--- config.mk ---
export PLATFORM = sky130hd
export DESIGN_NAME = adc_scan_sequencer
export DESIGN_NICKNAME = d
export VERILOG_FILES = /design/src/rtl/adcs_pkg.sv /design/src/rtl/adcs_cfg_store.sv /design/src/rtl/adcs_arbiter.sv /design/src/rtl/adcs_result_bank.sv /design/src/rtl/adcs_sequencer.sv /design/src/rtl/adc_scan_sequencer.sv
export SDC_FILE = /design/constraint.sdc
export NUM_CORES = 2
export LEC_CHECK = 0
export CAP_MARGIN = 25
export CORE_MARGIN = 1.5
export CORE_UTILIZATION = 60
export CTS_CLUSTER_DIAMETER = 200
export DETAILED_ROUTE_END_ITERATION = 10
export DONT_BUFFER_PORTS = 1
export GPL_ROUTABILITY_DRIVEN = 0
export HOLD_SLACK_MARGIN = 0.06
export PLACE_DENSITY = 0.81
export SLEW_MARGIN = 20
export SYNTH_ARGS = -nofsm -noshare
export SYNTH_HDL_FRONTEND = slang
export SYNTH_SLANG_ARGS = --single-unit
export TNS_END_PERCENT = 5
--- constraint.sdc ---
create_clock -name clk -period 17.3 [get_ports clk]
set_clock_uncertainty 0.2 [all_clocks]
set_input_delay 1.73 -clock clk [delete_from_list [all_inputs] [get_ports clk]]
set_output_delay 1.73 -clock clk [all_outputs]
set_load 0.05 [all_outputs]
--- src/rtl/adcs_pkg.sv ---
package adcs_pkg;

  typedef enum logic [1:0] {
    SQ_IDLE = 2'd0,
    SQ_REQ  = 2'd1,
    SQ_WAIT = 2'd2
  } sq_state_e;

  // a group ends when the current entry reaches or passes its last entry;
  // this also makes a reversed range stop after its first entry
  function automatic logic is_final(input int unsigned cur, input int unsigned last);
    return cur >= last;
  endfunction

endpackage

--- src/rtl/adcs_cfg_store.sv ---
module adcs_cfg_store #(
  parameter int NUM_VCH = 72,
  parameter int NUM_GRP = 10,
  parameter int PHYS_W  = 5,
  parameter int PRIO_W  = 3,
  localparam int VCH_W  = $clog2(NUM_VCH),
  localparam int GRP_W  = $clog2(NUM_GRP)
) (
  input  logic                      clk,
  input  logic                      rst_n,
  input  logic                      vt_we,
  input  logic [VCH_W-1:0]          vt_idx,
  input  logic [PHYS_W-1:0]         vt_phys,
  input  logic                      gc_we,
  input  logic [GRP_W-1:0]          gc_idx,
  input  logic [VCH_W-1:0]          gc_first,
  input  logic [VCH_W-1:0]          gc_last,
  input  logic [PRIO_W-1:0]         gc_prio,
  input  logic [VCH_W-1:0]          rd_vch,
  output logic [PHYS_W-1:0]         rd_phys,
  input  logic [GRP_W-1:0]          sel_grp,
  output logic [VCH_W-1:0]          sel_first,
  output logic [VCH_W-1:0]          sel_last,
  output logic [NUM_GRP*PRIO_W-1:0] prio_flat
);
  localparam logic [VCH_W:0] NV_L = NUM_VCH[VCH_W:0];
  localparam logic [GRP_W:0] NG_L = NUM_GRP[GRP_W:0];

  logic [PHYS_W-1:0] phys_q  [NUM_VCH];
  logic [VCH_W-1:0]  first_q [NUM_GRP];
  logic [VCH_W-1:0]  last_q  [NUM_GRP];
  logic [PRIO_W-1:0] prio_q  [NUM_GRP];

  logic vt_ok, gc_ok, rd_ok, sel_ok;
  assign vt_ok  = {1'b0, vt_idx} < NV_L;
  assign gc_ok  = ({1'b0, gc_idx} < NG_L) && ({1'b0, gc_first} < NV_L) && ({1'b0, gc_last} < NV_L);
  assign rd_ok  = {1'b0, rd_vch} < NV_L;
  assign sel_ok = {1'b0, sel_grp} < NG_L;

  always_ff @(posedge clk or negedge rst_n) begin
    if (!rst_n) begin
      for (int v = 0; v < NUM_VCH; v++) phys_q[v] <= '0;
      for (int g = 0; g < NUM_GRP; g++) begin
        first_q[g] <= '0;
        last_q[g]  <= '0;
        prio_q[g]  <= '0;
      end
    end else begin
      if (vt_we && vt_ok) phys_q[vt_idx] <= vt_phys;
      if (gc_we && gc_ok) begin
        first_q[gc_idx] <= gc_first;
        last_q[gc_idx]  <= gc_last;
        prio_q[gc_idx]  <= gc_prio;
      end
    end
  end

  assign rd_phys   = rd_ok  ? phys_q[rd_vch]   : '0;
  assign sel_first = sel_ok ? first_q[sel_grp] : '0;
  assign sel_last  = sel_ok ? last_q[sel_grp]  : '0;

  for (genvar g = 0; g < NUM_GRP; g++) begin : g_prio
    assign prio_flat[g*PRIO_W +: PRIO_W] = prio_q[g];
  end

endmodule

--- src/rtl/adcs_arbiter.sv ---
module adcs_arbiter #(
  parameter int NUM_GRP = 10,
  parameter int PRIO_W  = 3,
  localparam int GRP_W  = $clog2(NUM_GRP)
) (
  input  logic                      clk,
  input  logic                      rst_n,
  input  logic [NUM_GRP-1:0]        trig,
  input  logic [NUM_GRP*PRIO_W-1:0] prio_flat,
  input  logic                      take,
  input  logic [GRP_W-1:0]          take_idx,
  input  logic                      run_active,
  input  logic [GRP_W-1:0]          run_grp,
  output logic [NUM_GRP-1:0]        ovr,
  output logic                      pick_valid,
  output logic [GRP_W-1:0]          pick_idx
);
  logic [NUM_GRP-1:0] pend_q, busy, clr;
  logic [PRIO_W-1:0]  best;

  always_comb begin
    for (int g = 0; g < NUM_GRP; g++) begin
      busy[g] = pend_q[g] | (run_active && (run_grp == GRP_W'(g)));
      clr[g]  = take && (take_idx == GRP_W'(g));
    end
  end

  // strict comparison keeps the lower group number on equal priority
  always_comb begin
    pick_valid = 1'b0;
    pick_idx   = '0;
    best       = '0;
    for (int g = 0; g < NUM_GRP; g++) begin
      if (pend_q[g] && (!pick_valid || (prio_flat[g*PRIO_W +: PRIO_W] > best))) begin
        pick_valid = 1'b1;
        pick_idx   = GRP_W'(g);
        best       = prio_flat[g*PRIO_W +: PRIO_W];
      end
    end
  end

  always_ff @(posedge clk or negedge rst_n) begin
    if (!rst_n) begin
      pend_q <= '0;
      ovr    <= '0;
    end else begin
      pend_q <= (pend_q & ~clr) | (trig & ~busy);
      ovr    <= trig & busy;
    end
  end

endmodule

--- src/rtl/adcs_result_bank.sv ---
module adcs_result_bank #(
  parameter int NUM_VCH = 72,
  parameter int DATA_W  = 12,
  localparam int VCH_W  = $clog2(NUM_VCH)
) (
  input  logic              clk,
  input  logic              rst_n,
  input  logic              we,
  input  logic [VCH_W-1:0]  waddr,
  input  logic [DATA_W-1:0] wdata,
  input  logic [VCH_W-1:0]  raddr,
  output logic [DATA_W-1:0] rdata
);
  localparam logic [VCH_W:0] NV_L = NUM_VCH[VCH_W:0];

  logic [DATA_W-1:0] res_q [NUM_VCH];

  always_ff @(posedge clk or negedge rst_n) begin
    if (!rst_n) begin
      for (int v = 0; v < NUM_VCH; v++) res_q[v] <= '0;
    end else if (we && ({1'b0, waddr} < NV_L)) begin
      res_q[waddr] <= wdata;
    end
  end

  assign rdata = ({1'b0, raddr} < NV_L) ? res_q[raddr] : '0;

endmodule

--- src/rtl/adcs_sequencer.sv ---
module adcs_sequencer
  import adcs_pkg::*;
#(
  parameter int NUM_VCH = 72,
  parameter int NUM_GRP = 10,
  parameter int PHYS_W  = 5,
  parameter int DATA_W  = 12,
  localparam int VCH_W  = $clog2(NUM_VCH),
  localparam int GRP_W  = $clog2(NUM_GRP)
) (
  input  logic               clk,
  input  logic               rst_n,
  input  logic               pick_valid,
  input  logic [GRP_W-1:0]   pick_idx,
  output logic [GRP_W-1:0]   sel_grp,
  input  logic [VCH_W-1:0]   sel_first,
  input  logic [VCH_W-1:0]   sel_last,
  output logic [VCH_W-1:0]   tab_vch,
  input  logic [PHYS_W-1:0]  tab_phys,
  output logic               take,
  output logic               run_active,
  output logic [GRP_W-1:0]   run_grp,
  output logic               conv_start,
  output logic [PHYS_W-1:0]  conv_phys,
  input  logic               conv_done,
  input  logic [DATA_W-1:0]  conv_data,
  output logic               res_we,
  output logic [VCH_W-1:0]   res_addr,
  output logic [DATA_W-1:0]  res_data,
  output logic [NUM_GRP-1:0] irq,
  output logic               waiting,
  output logic               finish
);
  sq_state_e          st_q;
  logic [GRP_W-1:0]   grp_q;
  logic [VCH_W-1:0]   vch_q, last_q;
  logic [PHYS_W-1:0]  phys_q;
  logic [NUM_GRP-1:0] irq_q, grp_hot;
  logic               at_end;

  assign at_end  = is_final(32'(vch_q), 32'(last_q));
  assign take    = (st_q == SQ_IDLE) && pick_valid;
  assign sel_grp = pick_idx;
  assign tab_vch = (st_q == SQ_IDLE) ? sel_first : vch_q + 1'b1;

  always_comb begin
    for (int g = 0; g < NUM_GRP; g++) grp_hot[g] = (grp_q == GRP_W'(g));
  end

  always_ff @(posedge clk or negedge rst_n) begin
    if (!rst_n) begin
      st_q   <= SQ_IDLE;
      grp_q  <= '0;
      vch_q  <= '0;
      last_q <= '0;
      phys_q <= '0;
      irq_q  <= '0;
    end else begin
      irq_q <= '0;
      case (st_q)
        SQ_IDLE: if (pick_valid) begin
          grp_q  <= pick_idx;
          vch_q  <= sel_first;
          last_q <= sel_last;
          phys_q <= tab_phys;
          st_q   <= SQ_REQ;
        end
        SQ_REQ: st_q <= SQ_WAIT;
        SQ_WAIT: if (conv_done) begin
          if (at_end) begin
            irq_q <= grp_hot;
            st_q  <= SQ_IDLE;
          end else begin
            vch_q  <= vch_q + 1'b1;
            phys_q <= tab_phys;
            st_q   <= SQ_REQ;
          end
        end
        default: st_q <= SQ_IDLE;
      endcase
    end
  end

  assign conv_start = (st_q == SQ_REQ);
  assign conv_phys  = phys_q;
  assign waiting    = (st_q == SQ_WAIT);
  assign res_we     = waiting && conv_done;
  assign res_addr   = vch_q;
  assign res_data   = conv_data;
  assign finish     = res_we && at_end;
  assign run_active = (st_q != SQ_IDLE);
  assign run_grp    = grp_q;
  assign irq        = irq_q;

endmodule

--- src/rtl/adc_scan_sequencer.sv ---
module adc_scan_sequencer #(
  parameter int NUM_VCH = 72,
  parameter int NUM_GRP = 10,
  parameter int PHYS_W  = 5,
  parameter int DATA_W  = 12,
  parameter int PRIO_W  = 3,
  localparam int VCH_W  = $clog2(NUM_VCH),
  localparam int GRP_W  = $clog2(NUM_GRP)
) (
  input  logic               clk,
  input  logic               rst_n,
  input  logic               vt_we,
  input  logic [VCH_W-1:0]   vt_idx,
  input  logic [PHYS_W-1:0]  vt_phys,
  input  logic               gc_we,
  input  logic [GRP_W-1:0]   gc_idx,
  input  logic [VCH_W-1:0]   gc_first,
  input  logic [VCH_W-1:0]   gc_last,
  input  logic [PRIO_W-1:0]  gc_prio,
  input  logic [NUM_GRP-1:0] trig,
  output logic               conv_start,
  output logic [PHYS_W-1:0]  conv_phys,
  input  logic               conv_done,
  input  logic [DATA_W-1:0]  conv_data,
  input  logic [VCH_W-1:0]   rd_vch,
  output logic [DATA_W-1:0]  rd_data,
  output logic [NUM_GRP-1:0] grp_irq,
  output logic [NUM_GRP-1:0] grp_ovr
);
  logic [NUM_GRP*PRIO_W-1:0] prio_flat;
  logic [GRP_W-1:0]  sel_grp, pick_idx;
  logic [VCH_W-1:0]  sel_first, sel_last, tab_vch, res_addr;
  logic [PHYS_W-1:0] tab_phys;
  logic [DATA_W-1:0] res_data;
  logic              pick_valid, take, res_we;

  // named internal events for the checker
  logic              seq_active, seq_waiting, seq_finish;
  logic [GRP_W-1:0]  seq_grp;

  adcs_cfg_store #(.NUM_VCH(NUM_VCH), .NUM_GRP(NUM_GRP), .PHYS_W(PHYS_W), .PRIO_W(PRIO_W)) u_cfg (
    .clk(clk), .rst_n(rst_n),
    .vt_we(vt_we), .vt_idx(vt_idx), .vt_phys(vt_phys),
    .gc_we(gc_we), .gc_idx(gc_idx), .gc_first(gc_first), .gc_last(gc_last), .gc_prio(gc_prio),
    .rd_vch(tab_vch), .rd_phys(tab_phys),
    .sel_grp(sel_grp), .sel_first(sel_first), .sel_last(sel_last),
    .prio_flat(prio_flat)
  );

  adcs_arbiter #(.NUM_GRP(NUM_GRP), .PRIO_W(PRIO_W)) u_arb (
    .clk(clk), .rst_n(rst_n), .trig(trig), .prio_flat(prio_flat),
    .take(take), .take_idx(pick_idx),
    .run_active(seq_active), .run_grp(seq_grp),
    .ovr(grp_ovr), .pick_valid(pick_valid), .pick_idx(pick_idx)
  );

  adcs_sequencer #(.NUM_VCH(NUM_VCH), .NUM_GRP(NUM_GRP), .PHYS_W(PHYS_W), .DATA_W(DATA_W)) u_seq (
    .clk(clk), .rst_n(rst_n),
    .pick_valid(pick_valid), .pick_idx(pick_idx),
    .sel_grp(sel_grp), .sel_first(sel_first), .sel_last(sel_last),
    .tab_vch(tab_vch), .tab_phys(tab_phys),
    .take(take), .run_active(seq_active), .run_grp(seq_grp),
    .conv_start(conv_start), .conv_phys(conv_phys),
    .conv_done(conv_done), .conv_data(conv_data),
    .res_we(res_we), .res_addr(res_addr), .res_data(res_data),
    .irq(grp_irq), .waiting(seq_waiting), .finish(seq_finish)
  );

  adcs_result_bank #(.NUM_VCH(NUM_VCH), .DATA_W(DATA_W)) u_res (
    .clk(clk), .rst_n(rst_n),
    .we(res_we), .waddr(res_addr), .wdata(res_data),
    .raddr(rd_vch), .rdata(rd_data)
  );

endmodule

==> results.sh <==
export IMPL_status="complete, no violations"
export IMPL_synth_edf_count=0
export IMPL_die_y_um=339.7
export IMPL_r2r_setup_slack_ns=0.99
export IMPL_num_rows=123
export IMPL_dp_hpwl_um=101200
export IMPL_nets=4774
export IMPL_synth_area_per_cell_um2=14.09
export IMPL_endpoint_kind="register"
export IMPL_critical_path_top_delay_family="compound AO/OA/AOI/OAI gates"
export IMPL_r2r_end="u_seq.conv_phys[3]"
export IMPL_ys_seq_area_frac=0.5332
export IMPL_final_area_um2=74230
export IMPL_worstSkewPairLatency_ns=0.76
export IMPL_maxCapViolCount=0
export IMPL_grt_max_degree=222
export IMPL_start_util=0.6045
export IMPL_critical_path_endpoint="u_seq.conv_phys[3]"
export IMPL_dieArea_um2=115400
export IMPL_hold_violations=0
export IMPL_maxSlewHeadroom=0.2357
export IMPL_drc_errors=0
export IMPL_synth_area_top_cells="dfrtp_1, mux2_2, mux4_2"
export IMPL_slew_violations=0
export IMPL_yosysWarnings=0
export IMPL_port_buffers=0
export IMPL_pre_cts_ws_ns=0.2075
export IMPL_max_freq_ghz=0.06131
export IMPL_cpPeakStageDelay_ns=0.66
export IMPL_async_flop_share=1.000
export IMPL_synth_top_area_cell="dfrtp_1"
export IMPL_crit_type="reg2reg"
export IMPL_drtIter0Drc=3605
export IMPL_cts_sinks=1449
export IMPL_drt_wl_total_um=166500
export IMPL_cts_reportedPaths_clkPinSlew_ns=0.06
export IMPL_wl_per_cell_um=26.51
export IMPL_synth_seq_cells=1449
export IMPL_synth_ff_type="dfrtp_1"
export IMPL_synth_top_area_frac=0.5332
export IMPL_utilization=0.6599
export IMPL_pin_count=105
export IMPL_die_x_um=339.7
export IMPL_required_ns=17.73
export IMPL_period_share=0.9427
export IMPL_drive_gt1_frac=0.4351
export IMPL_dpl_cell_area_um2=69030
export IMPL_cts_tree="yes"
export IMPL_ant_nets=0
export IMPL_core_um2=112500
export IMPL_syn_num_nets=4927
export IMPL_first_global_vias=43140
export IMPL_rr_startpoint="u_arb.pend_q[0]"
export IMPL_synth_most_common_cell="dfrtp_1"
export IMPL_grt_overflow=0
export IMPL_syn_cell_area_um2=68000
export IMPL_num_vias=41390
export IMPL_hold_path_class="reg2reg"
export IMPL_antenna_found_initial=0
export IMPL_cp_common_cell="ha_1"
export IMPL_synthCells=4827
export IMPL_synth_cell_type_count=94
export IMPL_n_antenna_cell=0
export IMPL_root_buffer="clkbuf_16"
export IMPL_start_kind="register"
export IMPL_grt_pass1_wl_um=261500
export IMPL_cp_num_cells=66
export IMPL_reg2reg_depth=66
export IMPL_cp_slowest_cell="a211oi_4"
export IMPL_crit_fanout=37
export IMPL_max_slew_worst_pin_slew_ns=1.144
export IMPL_min_period_ns=16.31
export IMPL_cp_startpoint="u_arb.pend_q[0]"
export IMPL_cp_arrival_ns=16.74
export IMPL_path_buf_inv=8
export IMPL_first_pass_iters=5
export IMPL_avgViaCountPerCell=6.589
export IMPL_setup_ws_ns=0.9905
export IMPL_area_growth_pct=9.169
export IMPL_final_setup_viol_count=0
export IMPL_cts_max_path_buffers=3
export IMPL_htree_levels=4
export IMPL_synthTopCellsByCount="dfrtp_1, mux2_2, clkbuf_1, mux4_2, nand2_1"
export IMPL_numCtsBuffers=149
export IMPL_fill_cells=7744
export IMPL_grt_total_usage=0.2916
==> placed cells by master (no fill, tap or decap), types with 9 or more instances in the layout <==
| cell | count |
|---|---|
| a211oi_1 | 9 |
| a21boi_0 | 16 |
| a21o_1 | 10 |
| a21oi_1 | 82 |
| a22oi_1 | 32 |
| a31oi_1 | 12 |
| a32oi_1 | 12 |
| and3_1 | 9 |
| buf_16 | 10 |
| buf_4 | 65 |
| bufinv_16 | 9 |
| clkbuf_1 | 30 |
| clkbuf_16 | 152 |
| clkbuf_8 | 28 |
| clkinv_2 | 24 |
| dfrtp_1 | 1449 |
| ha_1 | 33 |
| inv_1 | 51 |
| mux2_2 | 1408 |
| mux2i_1 | 147 |
| mux4_2 | 279 |
| nand2_1 | 269 |
| nand2b_1 | 16 |
| nand3_1 | 41 |
| nand3b_1 | 10 |
| nand4_1 | 11 |
| nor2_1 | 158 |
| nor2_2 | 11 |
| nor2b_1 | 21 |
| nor3_1 | 37 |
| o211ai_1 | 13 |
| o21ai_0 | 71 |
| o21ai_1 | 10 |
| o221ai_1 | 11 |
| o22a_1 | 9 |
| o22ai_1 | 27 |
| or3_1 | 15 |
==> layer usage <==
layer | global-route usage | routed length (um)
met1 | 0.3959 | 67860
met2 | 0.4659 | 80990
met3 | 0.05399 | 10430
met4 | 0.1216 | 7160
met5 | 0.004085 | 69
==> per-stage QoR <==
stage	TNS, ns	hold WS (ns)	cells
after floorplan	0	0.2498	4827
after global placement	0	0.2621	5988
after detailed placement	0	0.2751	5996
after CTS	0	0.2879	6254
after global routing	-0.5001	0.3049	6281
final	0	0.2831	6281
==> cell families after synthesis <==
logic type	after synthesis	share of synthesized area
compound gates	409	0.04193
buf+inv	441	0.02674
flops	1449	0.5332
simple gates	654	0.04381
fa+ha+maj	33	0.006072
mux	1836	0.3476
xor+xnor	5	0.0006440
==> tightest hold or removal path, delay by kind of cell, from the launching register on <==
kind	cells	cell delay (ns)
DFF	1	0.34
and+or+nand+nor	1	0.04
AOI/OAI and AO/OA	1	0.06
==> area by class of cell <==
cell class / instances / area (um^2) / share of cell area
multi-input combinational: 2938 / 30150 / 0.4061
clock inverter: 48 / 550.5 / 0.007416
clock buffer: 210 / 4302 / 0.05795
tap: 1500 / 1877 / 0.02528
inverter: 51 / 191.4 / 0.002579
timing repair buffer: 85 / 907.1 / 0.01222
sequential: 1449 / 36260 / 0.4884
==> sequential cells by signal (all words and copies together) (netlist names), 10 cells and up <==
name / count
u_arb.ovr: 10
u_arb.pend_q: 10
u_cfg.first_q: 70
u_cfg.last_q: 70
u_cfg.phys_q: 360
u_cfg.prio_flat: 30
u_res.res_q: 864
u_seq.irq: 10
==> worst min path at each step <==
stage	start	to	slack, ns	cells after the start
floorplan	u_seq.last_q[1]	u_seq.last_q[1]	0.25	2
global placement	u_seq.last_q[3]	u_seq.last_q[3]	0.26	2
detailed placement	u_seq.last_q[5]	u_seq.last_q[5]	0.28	2
CTS	u_seq.last_q[5]	u_seq.last_q[5]	0.29	2
global route	u_seq.last_q[5]	u_seq.last_q[5]	0.30	2
finish	u_seq.last_q[1]	u_seq.last_q[1]	0.28	2
==> repair_timing <==
item                                    in CTS  in global routing
endpoints found under the setup margin       0                  5
resized for setup                            0                 18
hold buffers                                 0                  0
setup buffers                                0                 19
Power is not shown: default switching activity piles up to over one toggle a cycle in this logic, so the estimate is an artifact.
